File: config.mk
export PLATFORM = sky130hd
export DESIGN_NAME = spi_master_ctrl
export DESIGN_NICKNAME = d
export VERILOG_FILES = /design/src/rtl/spi_mst_pkg.sv /design/src/rtl/spi_mst_clkdiv.sv /design/src/rtl/spi_mst_shifter.sv /design/src/rtl/spi_master_ctrl.sv
export SDC_FILE = /design/constraint.sdc
export NUM_CORES = 1
export LEC_CHECK = 0
export CORE_AREA = 2 2 78 80
export CTS_BUF_LIST = sky130_fd_sc_hd__clkbuf_8
export DETAILED_ROUTE_END_ITERATION = 12
export DIE_AREA = 0 0 80 82
export GPL_TIMING_DRIVEN = 0
export PLACE_DENSITY = 0.82
export SYNTH_ARGS = -nofsm -noshare
export SYNTH_HDL_FRONTEND = slang
export SYNTH_SLANG_ARGS = --single-unit
File: constraint.sdc
create_clock -name clk -period 4.6 [get_ports clk]
set_input_delay 0.92 -clock clk [delete_from_list [all_inputs] [get_ports clk]]
set_output_delay 0.92 -clock clk [all_outputs]
set_load 0.005 [all_outputs]
File: src/rtl/spi_mst_pkg.sv
package spi_mst_pkg;

    typedef enum logic [1:0] {
        ADDR_CTRL = 2'd0,
        ADDR_BAUD = 2'd1,
        ADDR_STAT = 2'd2,
        ADDR_DATA = 2'd3
    } spi_addr_e;

    localparam int CTRL_EN_BIT  = 0;
    localparam int CTRL_MST_BIT = 1;
    localparam int STAT_RXF_BIT = 0;
    localparam int STAT_TXE_BIT = 1;

endpackage

File: src/rtl/spi_mst_clkdiv.sv
module spi_mst_clkdiv #(
    parameter int PRE_W  = 3,
    parameter int RATE_W = 3
) (
    input  logic              clk,
    input  logic              rst_n,
    input  logic              run_i,
    input  logic [PRE_W-1:0]  pre_i,
    input  logic [RATE_W-1:0] rate_i,
    output logic              tick_o
);
    // Half-period = (P+1) << R; counter must hold values up to that.
    localparam int CNT_W = PRE_W + (1 << RATE_W);

    typedef struct packed {
        logic [CNT_W-1:0] cnt;
    } div_state_t;

    div_state_t st_d, st_q;
    logic [CNT_W-1:0] half;

    assign half   = (CNT_W'(pre_i) + CNT_W'(1)) << rate_i;
    // ">=" keeps the counter from running away if the rate shrinks mid-frame
    assign tick_o = run_i && (st_q.cnt >= half - CNT_W'(1));

    always_comb begin
        st_d = st_q;
        if (!run_i)      st_d.cnt = '0;
        else if (tick_o) st_d.cnt = '0;
        else             st_d.cnt = st_q.cnt + CNT_W'(1);
    end

    always_ff @(posedge clk or negedge rst_n) begin
        if (!rst_n) st_q <= '0;
        else        st_q <= st_d;
    end

endmodule

File: src/rtl/spi_mst_shifter.sv
module spi_mst_shifter #(
    parameter int DATA_W = 8
) (
    input  logic              clk,
    input  logic              rst_n,
    input  logic              start_i,
    input  logic [DATA_W-1:0] tx_data_i,
    input  logic              tick_i,
    input  logic              miso_i,
    output logic              busy_o,
    output logic              sclk_o,
    output logic              mosi_o,
    output logic              done_o,
    output logic [DATA_W-1:0] rx_data_o
);
    localparam int BC_W = (DATA_W > 1) ? $clog2(DATA_W) : 1;

    typedef struct packed {
        logic              busy;
        logic              sclk;
        logic              done;
        logic [BC_W-1:0]   bitc;
        logic [DATA_W-1:0] tx_sh;
        logic [DATA_W-1:0] rx_sh;
    } sh_state_t;

    sh_state_t st_d, st_q;

    always_comb begin
        st_d      = st_q;
        st_d.done = 1'b0;
        if (!st_q.busy) begin
            if (start_i) begin
                st_d.busy  = 1'b1;
                st_d.sclk  = 1'b0;
                st_d.bitc  = '0;
                st_d.tx_sh = tx_data_i;
            end
        end else if (tick_i) begin
            if (!st_q.sclk) begin
                // leading (rising) edge: capture
                st_d.sclk  = 1'b1;
                st_d.rx_sh = {st_q.rx_sh[DATA_W-2:0], miso_i};
            end else begin
                // trailing (falling) edge: advance or finish
                st_d.sclk = 1'b0;
                if (st_q.bitc == BC_W'(DATA_W - 1)) begin
                    st_d.busy = 1'b0;
                    st_d.done = 1'b1;
                end else begin
                    st_d.bitc  = st_q.bitc + 1'b1;
                    st_d.tx_sh = {st_q.tx_sh[DATA_W-2:0], 1'b0};
                end
            end
        end
    end

    always_ff @(posedge clk or negedge rst_n) begin
        if (!rst_n) st_q <= '0;
        else        st_q <= st_d;
    end

    assign busy_o    = st_q.busy;
    assign sclk_o    = st_q.sclk;
    assign mosi_o    = st_q.tx_sh[DATA_W-1];
    assign done_o    = st_q.done;
    assign rx_data_o = st_q.rx_sh;

    // MOSI may only move while SCLK is low
    assert_mosi_steady_R4: assert property (@(posedge clk) disable iff (!rst_n)
        sclk_o |-> $stable(mosi_o));

endmodule

File: src/rtl/spi_master_ctrl.sv
module spi_master_ctrl
    import spi_mst_pkg::*;
#(
    parameter int DATA_W = 8,
    parameter int PRE_W  = 3,
    parameter int RATE_W = 3
) (
    input  logic              clk,
    input  logic              rst_n,
    input  logic              bus_sel,
    input  logic              bus_wr,
    input  logic              bus_rd,
    input  logic [1:0]        bus_addr,
    input  logic [DATA_W-1:0] bus_wdata,
    output logic [DATA_W-1:0] bus_rdata,
    output logic              spi_sclk,
    output logic              spi_mosi,
    input  logic              spi_miso
);
    typedef struct packed {
        logic              en;
        logic              mst;
        logic [PRE_W-1:0]  pre;
        logic [RATE_W-1:0] rate;
        logic [DATA_W-1:0] hold;
        logic              hold_full;
        logic              tx_armed;
        logic [DATA_W-1:0] rx_buf;
        logic              rx_full;
        logic              rx_armed;
    } reg_state_t;

    reg_state_t st_d, st_q;

    logic              wr_en, rd_en, run, start, tx_empty;
    logic              tick, sh_busy, sh_done;
    logic [DATA_W-1:0] sh_rx;

    assign wr_en    = bus_sel && bus_wr;
    assign rd_en    = bus_sel && bus_rd;
    assign run      = st_q.en && st_q.mst;
    assign start    = run && st_q.hold_full && !sh_busy;
    assign tx_empty = !st_q.hold_full;

    spi_mst_clkdiv #(.PRE_W(PRE_W), .RATE_W(RATE_W)) u_div (
        .clk    (clk),
        .rst_n  (rst_n),
        .run_i  (sh_busy),
        .pre_i  (st_q.pre),
        .rate_i (st_q.rate),
        .tick_o (tick)
    );

    spi_mst_shifter #(.DATA_W(DATA_W)) u_shift (
        .clk       (clk),
        .rst_n     (rst_n),
        .start_i   (start),
        .tx_data_i (st_q.hold),
        .tick_i    (tick),
        .miso_i    (spi_miso),
        .busy_o    (sh_busy),
        .sclk_o    (spi_sclk),
        .mosi_o    (spi_mosi),
        .done_o    (sh_done),
        .rx_data_o (sh_rx)
    );

    always_comb begin
        st_d = st_q;

        if (start) st_d.hold_full = 1'b0;

        if (wr_en) begin
            case (spi_addr_e'(bus_addr))
                ADDR_CTRL: begin
                    st_d.en  = bus_wdata[CTRL_EN_BIT];
                    st_d.mst = bus_wdata[CTRL_MST_BIT];
                end
                ADDR_BAUD: begin
                    st_d.rate = bus_wdata[RATE_W-1:0];
                    st_d.pre  = bus_wdata[RATE_W +: PRE_W];
                end
                ADDR_DATA: begin
                    if (!st_q.hold_full && st_q.tx_armed) begin
                        st_d.hold      = bus_wdata;
                        st_d.hold_full = 1'b1;
                        st_d.tx_armed  = 1'b0;
                    end
                end
                default: ;
            endcase
        end

        if (rd_en) begin
            case (spi_addr_e'(bus_addr))
                ADDR_STAT: begin
                    st_d.rx_armed = st_q.rx_full;
                    st_d.tx_armed = !st_q.hold_full;
                end
                ADDR_DATA: begin
                    if (st_q.rx_armed && st_q.rx_full) begin
                        st_d.rx_full  = 1'b0;
                        st_d.rx_armed = 1'b0;
                    end
                end
                default: ;
            endcase
        end

        // flag value before any same-cycle clear decides whether the byte lands
        if (sh_done && !st_q.rx_full) begin
            st_d.rx_buf  = sh_rx;
            st_d.rx_full = 1'b1;
        end
    end

    always_ff @(posedge clk or negedge rst_n) begin
        if (!rst_n) st_q <= '0;
        else        st_q <= st_d;
    end

    always_comb begin
        bus_rdata = '0;
        case (spi_addr_e'(bus_addr))
            ADDR_CTRL: begin
                bus_rdata[CTRL_EN_BIT]  = st_q.en;
                bus_rdata[CTRL_MST_BIT] = st_q.mst;
            end
            ADDR_BAUD: begin
                bus_rdata[RATE_W-1:0]     = st_q.rate;
                bus_rdata[RATE_W +: PRE_W] = st_q.pre;
            end
            ADDR_STAT: begin
                bus_rdata[STAT_RXF_BIT] = st_q.rx_full;
                bus_rdata[STAT_TXE_BIT] = tx_empty;
            end
            default: bus_rdata = st_q.rx_buf;
        endcase
    end

    assert_start_needs_run_R3: assert property (@(posedge clk) disable iff (!rst_n)
        $rose(sh_busy) |-> $past(st_q.en && st_q.mst));

    assert_txe_back_on_start_R5: assert property (@(posedge clk) disable iff (!rst_n)
        $rose(sh_busy) |-> tx_empty);

    assert_txe_clear_armed_R6: assert property (@(posedge clk) disable iff (!rst_n)
        $fell(tx_empty) |-> $past(wr_en && (bus_addr == ADDR_DATA) && st_q.tx_armed));

    assert_rxf_from_frame_R7: assert property (@(posedge clk) disable iff (!rst_n)
        $rose(st_q.rx_full) |-> $past(sh_done));

    assert_rx_keep_old_R9: assert property (@(posedge clk) disable iff (!rst_n)
        st_q.rx_full |=> $stable(st_q.rx_buf));

endmodule

==> Flow_metrics.wiki, run 1 <==
{| class="wikitable"
! Metric !! Value
|-
| Inst Count DP || 419
|-
| Ratio of routed vias to standard cells || 5.88
|-
| Synth-to-Final Area Change || 16.7%
|-
| Worst stage delay on the critical path || 0.47 ns
|-
| Cell area after technology mapping || 0.00342 mm²
|-
| Clock tree from TritonCTS || yes
|-
| Vertical die dimension || 82 µm
|-
| WL/cell || 16.1 µm
|-
| FF+latch count, synth || 61
|-
| Quantity of I/O buffers inserted on ports || 25
|-
| Mapped Avg Cell Area || 10.8 µm²
|-
| Count of distinct cell types in the synthesized netlist || 50
|-
| Clock tree skew after final layout || 0.0105 ns
|-
| Setup Total Neg Slack || 0 ns
|-
| Final net count || 387
|-
| Largest area contributor in the synthesized netlist || dfrtp_1
|-
| Hold-fix buffers at CTS || 0
|-
| DPL Wire Length || 5180 µm
|-
| GRT Total Usage || 24.0%
|-
| Worst EP arrival || 4.37 ns
|-
| I/O pins || 26
|-
| Warning count from the yosys run || 0
|-
| Worst hold slack after final layout || 0.499 ns
|-
| Overflow after GRT || 0
|-
| Post-synthesis cell count || 318
|-
| Ant diodes || 0
|-
| Compound-cell area share of the yosys netlist || 12.8%
|-
| Type of the worst setup path || register to register
|-
| H-tree depth || 3
|-
| Cell-by-cell trace of the critical path || ha_1 -> nor2_1 -> a21oi_2 -> nand2_1 -> ha_1 -> and3_1 -> a211oi_1 -> a21oi_1 -> ha_1 -> a211oi_1 -> o211ai_1 -> a211o_1 -> and2_4 -> o21ai_1 -> buf_4 -> mux2_2
|-
| Worst-Skew Late Latency || 0.34 ns
|-
| Residual antenna-violating net count after detailed routing || 0
|-
| VDD IR max || 300 µV
|-
| Initial DRC count || 131
|-
| Family with the most delay on the worst path || compound AO/OA/AOI/OAI gates
|-
| Type of destination of the critical path || register
|-
| Post-layout minimum cycle time || 4.15 ns
|-
| Final Hold Fails || 0
|-
| Number of buffers created by CTS || 9
|-
| Max-slew violations || 0
|-
| Pwr dens || 463 mW/mm²
|-
| Clock buffer depth || 2
|-
| Cell with the largest stage delay on the worst path || dfrtp_1
|-
| Reported leakage power || 0.00187 µW
|-
| Buffering stage count on the worst path with inverters included || 1
|-
| Post-synthesis adder-cell area fraction || 5.85%
|-
| Critical path peak fanout || 10
|-
| Core box area || 0.00575 mm²
|-
| Residual DRC || 0
|-
| Master cell of the clock root buffer || clkbuf_8
|-
| Maximum number of pins on one net before global-route repair || 33
|-
| Wire length of the first global-routing pass || 11900 µm
|-
| Portion of netlist area occupied by mux cells || 16.0%
|-
| Ys async rst share || 100%
|-
| Count of flip-flops with a built-in enable after synthesis || 0
|-
| Synth top area share || 44.6%
|-
| Sequential area share after synthesis || 44.6%
|-
| Max-cap viol count || 0
|-
| Number of iterations in the first detailed-routing pass || 4
|-
| Dominant cell type by count on the critical path || ha_1
|-
| Max-Slew Margin vs Limit || 48.4%
|-
| Fraction of layout cells with a size suffix above 1 || 19.5%
|-
| Area of the die || 0.00656 mm²
|-
| Utilization of the core after routing || 69.6%
|-
| Post-Synthesis Net Count || 350
|-
| Clk sink count || 61
|-
| Chip width || 80 µm
|-
| Routed via count || 2550
|-
| Clock-pin slew reported for the worst setup and hold paths after clock tree synthesis || 0.07 ns
|-
| Slew @ Worst Pin || 0.771 ns
|-
| Initial standard-cell utilization of the core || 59.6%
|-
| Element type at the critical path start || register
|-
| Timing-limited maximum frequency || 0.241 GHz
|-
| Layout Cells excl Fill || 434
|-
| Min-delay worst type || register to register
|-
| Largest family of logic cells by synthesized area || multiplexers
|-
| Number of global-route vias before repair || 2529
|-
| Data required time at the worst endpoint || 4.83 ns
|-
| Status || complete, no violations
|-
| Most used DFF post-synth || dfrtp_1
|-
| Post-Synth Simple-Gate Area || 13.7%
|-
| Post-synthesis share of cell area spent on xor and xnor gates || 4.09%
|-
| Placer's final routability congestion estimate || 0.878
|-
| Routed Wire Length || 6980 µm
|-
| Number of failing setup endpoints in the final timing report || 0
|-
| Setup repair after global routing missed its margin || no
|-
| Number of standard-cell rows in the floorplan || 28
|-
| Initial antenna violation count || 0
|-
| Top post-synthesis cells by area || dfrtp_1 45%, mux2_2 13%, ha_1 5.8%
|-
| Share of the clock period used by the worst path after layout || 90.2%
|}
[per-layer routing]
| layer | global-route usage [%] | share of wire, % |
|---|---|---|
| met5 | 0 | 0 |
| met2 | 38.3 | 49 |
| met1 | 31.6 | 44 |
| met3 | 5.05 | 4.2 |
| met4 | 11.2 | 2.9 |
[power breakdown]
part	switching, µW	total (µW)	internal, µW
clock network	200	491	291
registers	75.4	693	618
logic	369	668	299
total	644	1850	1210
[worst reg2reg max path, cell delays in order, from the launching register on]
cell and delay [ns]:
dfrtp_1 0.47, ha_1 0.42, nor2_1 0.10, a21oi_2 0.19, nand2_1 0.09, ha_1 0.26, and3_1 0.17, a211oi_1 0.24
a21oi_1 0.14, ha_1 0.35, a211oi_1 0.24, o211ai_1 0.13, a211o_1 0.28, and2_4 0.16, o21ai_1 0.20, buf_4 0.22
mux2_2 0.35
[sequential cells by signal, summed over array words and instances (netlist names)]
register	flops
u_shift.sclk_o	1
u_shift.done_o	1
u_shift.busy_o	1
u_div.st_q	11
st_q	28
u_shift.rx_data_o	8
u_shift.mosi_o	1
u_shift.st_q	10
[cells by family after synthesis]
kind of cell / after synthesis
and+or+nand+nor: 96
DFF: 61
AOI/OAI and AO/OA: 59
muxes: 47
buffers and inverters: 23
xor gates and xnor gates: 16
adders and majority gates: 16
[cell usage after synthesis (all sizes together), types with 2 or more instances]
master,count
o211ai,5
a32o,8
nor2,27
nand2,20
inv,7
nor3,7
ha,16
a21o,2
and2,3
xnor2,10
a211oi,3
o2bb2ai,2
a21oi,11
a211o,2
o21a,3
a22o,3
and4,2
o21bai,2
buf,8
xor2,6
nand2b,7
mux2,41
mux4,2
dfrtp,61
o21ai,9
mux2i,4
a221oi,2
nor2b,7
nand3,13
and3,8
clkbuf,7
[cells in the final DEF, fill, tap and decap left out, drive strengths merged, types with 9 or more instances in the layout]
cell,Yosys,routed
a21oi,11,11
buf,8,10
clkbuf,7,19
clkdlybuf4s50,0,24
dfrtp,61,61
ha,16,16
mux2,41,41
nand2,20,20
nand3,13,13
nor2,27,27
o21ai,9,9
xnor2,10,10
[timing repair]
item	4_1_cts	5_1_grt
gates resized for setup	0	1
endpoints found under the setup margin	0	6
setup buffers	0	0
[path summary, 6_finish.rpt]
path / cells after the start / endpoint / startpoint / slack, ns
max in group asynchronous: 2 / u_shift.sclk_o / rst_n / 3.39
worst min register to register: 1 / st_q[9] / u_shift.rx_data_o[7] / 0.50
worst min-delay path: 1 / st_q[9] / u_shift.rx_data_o[7] / 0.50
worst max register to register: 16 / u_shift.st_q[9] / st_q[24] / 0.45
min in group asynchronous: 1 / u_div.st_q[4] / rst_n / 0.61
worst max-delay path: 16 / u_shift.st_q[9] / st_q[24] / 0.45
[layout make-up]
type / count / area (µm²)
multi-input cells: 234 / 1800
fillers: 423 / 1750
flip-flops and latches: 61 / 1530
repair buffers: 26 / 265
clock buffers: 12 / 165
well taps: 75 / 93.8
plain buffers: 15 / 72.6
clock inverters: 3 / 43.8
inverters: 8 / 30.0
[through the flow]
step,total power (µW),area [µm²],worst slack (ns)
after detailed placement,1360,3780,0.387
after floorplan,1170,3420,0.986
final,1850,4000,0.452
after CTS,1850,3990,0.373
after global placement,1330,3770,0.463
after global routing,1980,4000,0.0781
(Power assumes the default switching activity.)
==> run 2, diff against run 1 <==
--- a/config.mk
+++ b/config.mk
@@ -5,12 +5,12 @@
 export SDC_FILE = /design/constraint.sdc
 export NUM_CORES = 1
 export LEC_CHECK = 0
-export CORE_AREA = 2 2 78 80
+export ABC_AREA = 1
+export CORE_AREA = 2 2 124 126
 export CTS_BUF_LIST = sky130_fd_sc_hd__clkbuf_8
 export DETAILED_ROUTE_END_ITERATION = 12
-export DIE_AREA = 0 0 80 82
+export DIE_AREA = 0 0 126 128
 export GPL_TIMING_DRIVEN = 0
-export PLACE_DENSITY = 0.82
 export SYNTH_ARGS = -nofsm -noshare
 export SYNTH_HDL_FRONTEND = slang
 export SYNTH_SLANG_ARGS = --single-unit
==> run 2 against run 1 <==
Compared with the run above: synthesized cell count up 38%; cell area up 8.0%; hold slack worse by 0.021 ns; via count up 14%; combinational power up 8.7%; worst setup slack better by 0.55 ns; first-iteration DRC count down 15%; die area up 150%; register-to-register slack better by 0.78 ns.
==> Flow_metrics.wiki, run 2 <==
{| class="wikitable"
! Metric !! Value
|-
| Status || complete, no violations
|-
| GRT Total Usage || 10.5%
|-
| Setup repair after global routing missed its margin || no
|-
| Combined area of the multi-input logic cells || 0.00184 mm²
|-
| Initial standard-cell utilization of the core || 24.3%
|-
| Routed Wire Length || 7780 µm
|-
| DPL Wire Length || 5940 µm
|-
| Sequential area share after synthesis || 42.2%
|-
| Residual antenna-violating net count after detailed routing || 0
|-
| Sw frac || 40.2%
|-
| Met2 routing resource usage after global routing || 17.7%
|-
| Master cell of the clock root buffer || clkbuf_8
|-
| Clock-pin slew reported for the worst setup and hold paths after clock tree synthesis || 0.08 ns
|-
| Worst hold slack after final layout || 0.479 ns
|-
| Post-Synthesis Net Count || 472
|-
| Ys async rst share || 100%
|-
| Switching Power || 766 µW
|-
| Setup repair bufs after CTS || 0
|-
| Number of iterations in the first detailed-routing pass || 4
|-
| Setup Total Neg Slack || 0 ns
|-
| Share of total power in the clock network || 25.0%
|-
| Largest regs || st_q (28), u_div.st_q (11), u_shift.st_q (10)
|-
| Internal power summed over all cells || 1140 µW
|-
| VDD IR max || 251 µV
|-
| Register name with the most flops || st_q
|-
| Share of total power in combinational logic || 38.1%
|-
| Wire length of the first global-routing pass || 13800 µm
|-
| Data required time at the worst endpoint || 3.68 ns
|-
| Reported leakage power || 0.00206 µW
|-
| Most common cell after layout, fill and taps aside || nand2_1
|-
| Count of distinct cell types in the synthesized netlist || 38
|-
| Post-synthesis cell count || 440
|-
| Initial antenna violation count || 0
|-
| Top post-synthesis cells by area || dfrtp_1 42%, nand2_1 13%, ha_1 5.5%
|-
| Mapped Avg Cell Area || 8.22 µm²
|-
| Layer with the highest usage after global routing || met2
|-
| Ant diodes || 0
|-
| Warning count from the yosys run || 0
|-
| Pwr dens || 441 mW/mm²
|-
| Count of flip-flops with a built-in enable after synthesis || 0
|-
| Clock tree skew after final layout || 0.0121 ns
|-
| Area of the die || 0.0161 mm²
|-
| Maximum number of pins on one net before global-route repair || 36
|-
| Final Hold Fails || 0
|-
| Overflow after GRT || 0
|-
| Worst-Skew Late Latency || 0.34 ns
|-
| Final worst setup slack || 1.00 ns
|-
| Post-Place Worst Slack || 1.01 ns
|-
| Slew @ Worst Pin || 0.839 ns
|-
| Quantity of I/O buffers inserted on ports || 25
|-
| Fraction of layout cells with a size suffix above 1 || 16.8%
|-
| Footprint of the flip-flops and latches || 0.00153 mm²
|-
| Placer's final routability congestion estimate || 0.811
|-
| Routed via count || 2906
|-
| Cell with the largest stage delay on the worst path || clkdlybuf4s50_1
|-
| Top library cells by usage in the layout, fill and taps aside || 127 x nand2_1, 61 x dfrtp_1, 43 x inv_1, 33 x nand3_1, 29 x nor2_1
|-
| I/O pins || 26
|-
| Reg power frac || 36.9%
|-
| Clk sink count || 61
|-
| Number of buffers created by CTS || 9
|-
| Number of global-route vias before repair || 2955
|-
| Clock tree from TritonCTS || yes
|-
| Synth top area share || 42.2%
|-
| Type of the worst setup path || input pin to primary output
|-
| Max-slew violations || 0
|-
| Clock buffer depth || 2
|-
| WL/cell || 11.6 µm
|-
| Most used DFF post-synth || dfrtp_1
|-
| Element type at the critical path start || input pin
|-
| Critical path peak fanout || 4
|-
| Core box area || 0.0149 mm²
|-
| Number of failing setup endpoints in the final timing report || 0
|-
| Met3 track demand over resource in global routing || 2.25%
|-
| Vertical die dimension || 128 µm
|-
| Number of standard-cell rows in the floorplan || 45
|-
| Chip width || 126 µm
|-
| Share of the clock period used by the worst path after layout || 78.2%
|-
| H-tree depth || 3
|-
| Cell-by-cell trace of the critical path || clkdlybuf4s50_1 -> inv_1 -> nor2_1 -> inv_1 -> o2111ai_1 -> clkdlybuf4s50_1
|-
| Count of instances resized after the clock tree is built || 0
|-
| Cell with the most instances after synthesis || nand2_1
|-
| Post-layout minimum cycle time || 3.60 ns
|-
| Synth-to-Final Area Change || 19.4%
|-
| Type of destination of the critical path || primary output
|-
| Residual DRC || 0
|-
| Ratio of routed vias to standard cells || 4.34
|-
| Worst EP arrival || 2.68 ns
|-
| Largest area contributor in the synthesized netlist || dfrtp_1
|-
| Max-cap viol count || 0
|-
| Hold-fix buffers at CTS || 0
|-
| Timing-limited maximum frequency || 0.278 GHz
|-
| Final net count || 509
|-
| Initial DRC count || 112
|-
| Buffering stage count on the worst path with inverters included || 4
|-
| FF+latch count, synth || 61
|-
| Worst stage delay on the critical path || 0.55 ns
|-
| Number of flip-flops in the largest register || 28
|-
| Filler Cells Inserted || 1615
|-
| Global routing usage on met1 || 13.3%
|-
| Cell area after technology mapping || 0.00362 mm²
|-
| Min-delay worst type || register to register
|-
| List of most frequent post-synthesis cells || 127 x nand2_1, 61 x dfrtp_1, 42 x inv_1
|-
| Max-Slew Margin vs Limit || 44.1%
|-
| Family with the most delay on the worst path || buffers and inverters
|}
[run 2: logic make-up after synthesis]
| logic type | Yosys count | share of synthesized area [%] |
|---|---|---|
| muxes | 2 | 0.623 |
| DFF | 61 | 42.2 |
| and+or+nand+nor | 240 | 32.5 |
| AOI/OAI and AO/OA | 52 | 9.30 |
| xor gates and xnor gates | 12 | 2.91 |
| adders and majority gates | 16 | 5.53 |
| buffers and inverters | 57 | 6.88 |
[run 2: per-layer routing]
layer	up-vias	part of all wire, %	wire length (µm)
li1	1504	-	-
met1	1357	47	3670
met2	39	49	3840
met3	6	2.4	184
met4	0	1.0	81
met5	-	0	0
[run 2: path summary, 6_finish.rpt]
path,end,start,cells after the start,slack [ns]
worst max-delay path,bus_rdata[1],bus_addr[0],6,1.00
worst max register to register,u_shift.rx_data_o[6],st_q[23],21,1.23
min in group asynchronous,u_div.st_q[0],rst_n,1,0.69
max in group asynchronous,u_shift.st_q[11],rst_n,2,3.28
worst min-delay path,u_shift.st_q[8],u_shift.st_q[8],2,0.48
worst min register to register,u_shift.st_q[8],u_shift.st_q[8],2,0.48
[run 2: layout make-up]
class	instances	area share (%)
Buffer	9	1.54
Clock buffer	9	2.87
Clock inverter	7	1.77
Inverter	48	4.23
Multi-Input combinational cell	322	42.7
Sequential cell	61	35.4
Tap cell	188	5.45
Timing Repair Buffer	26	6.14
[run 2: power by group through the flow]
stage,clock (µW),sequential [µW],combinational (µW)
6_report,475,701,726
3_5_place_dp,0,710,728
2_1_floorplan,0,693,552
3_3_place_gp,0,707,704
4_1_cts,492,700,734
5_1_grt,518,714,834
[run 2: worst min-delay path, cell delays in order, from the launching register on]
cell,delay (ns)
dfrtp_1,0.34
nand2_1,0.06
nand2_1,0.05
[run 2: stage by stage]
stage          area, µm²  utilization [%]  power (µW)  instances
5_1_grt             4320             29.0        2070        670
6_report            4320             29.0        1900        670
2_1_floorplan       3620                -        1250        440
3_3_place_gp        4100             27.6        1410        653
3_5_place_dp        4120             27.7        1440        654
4_1_cts             4320             29.0        1930        670
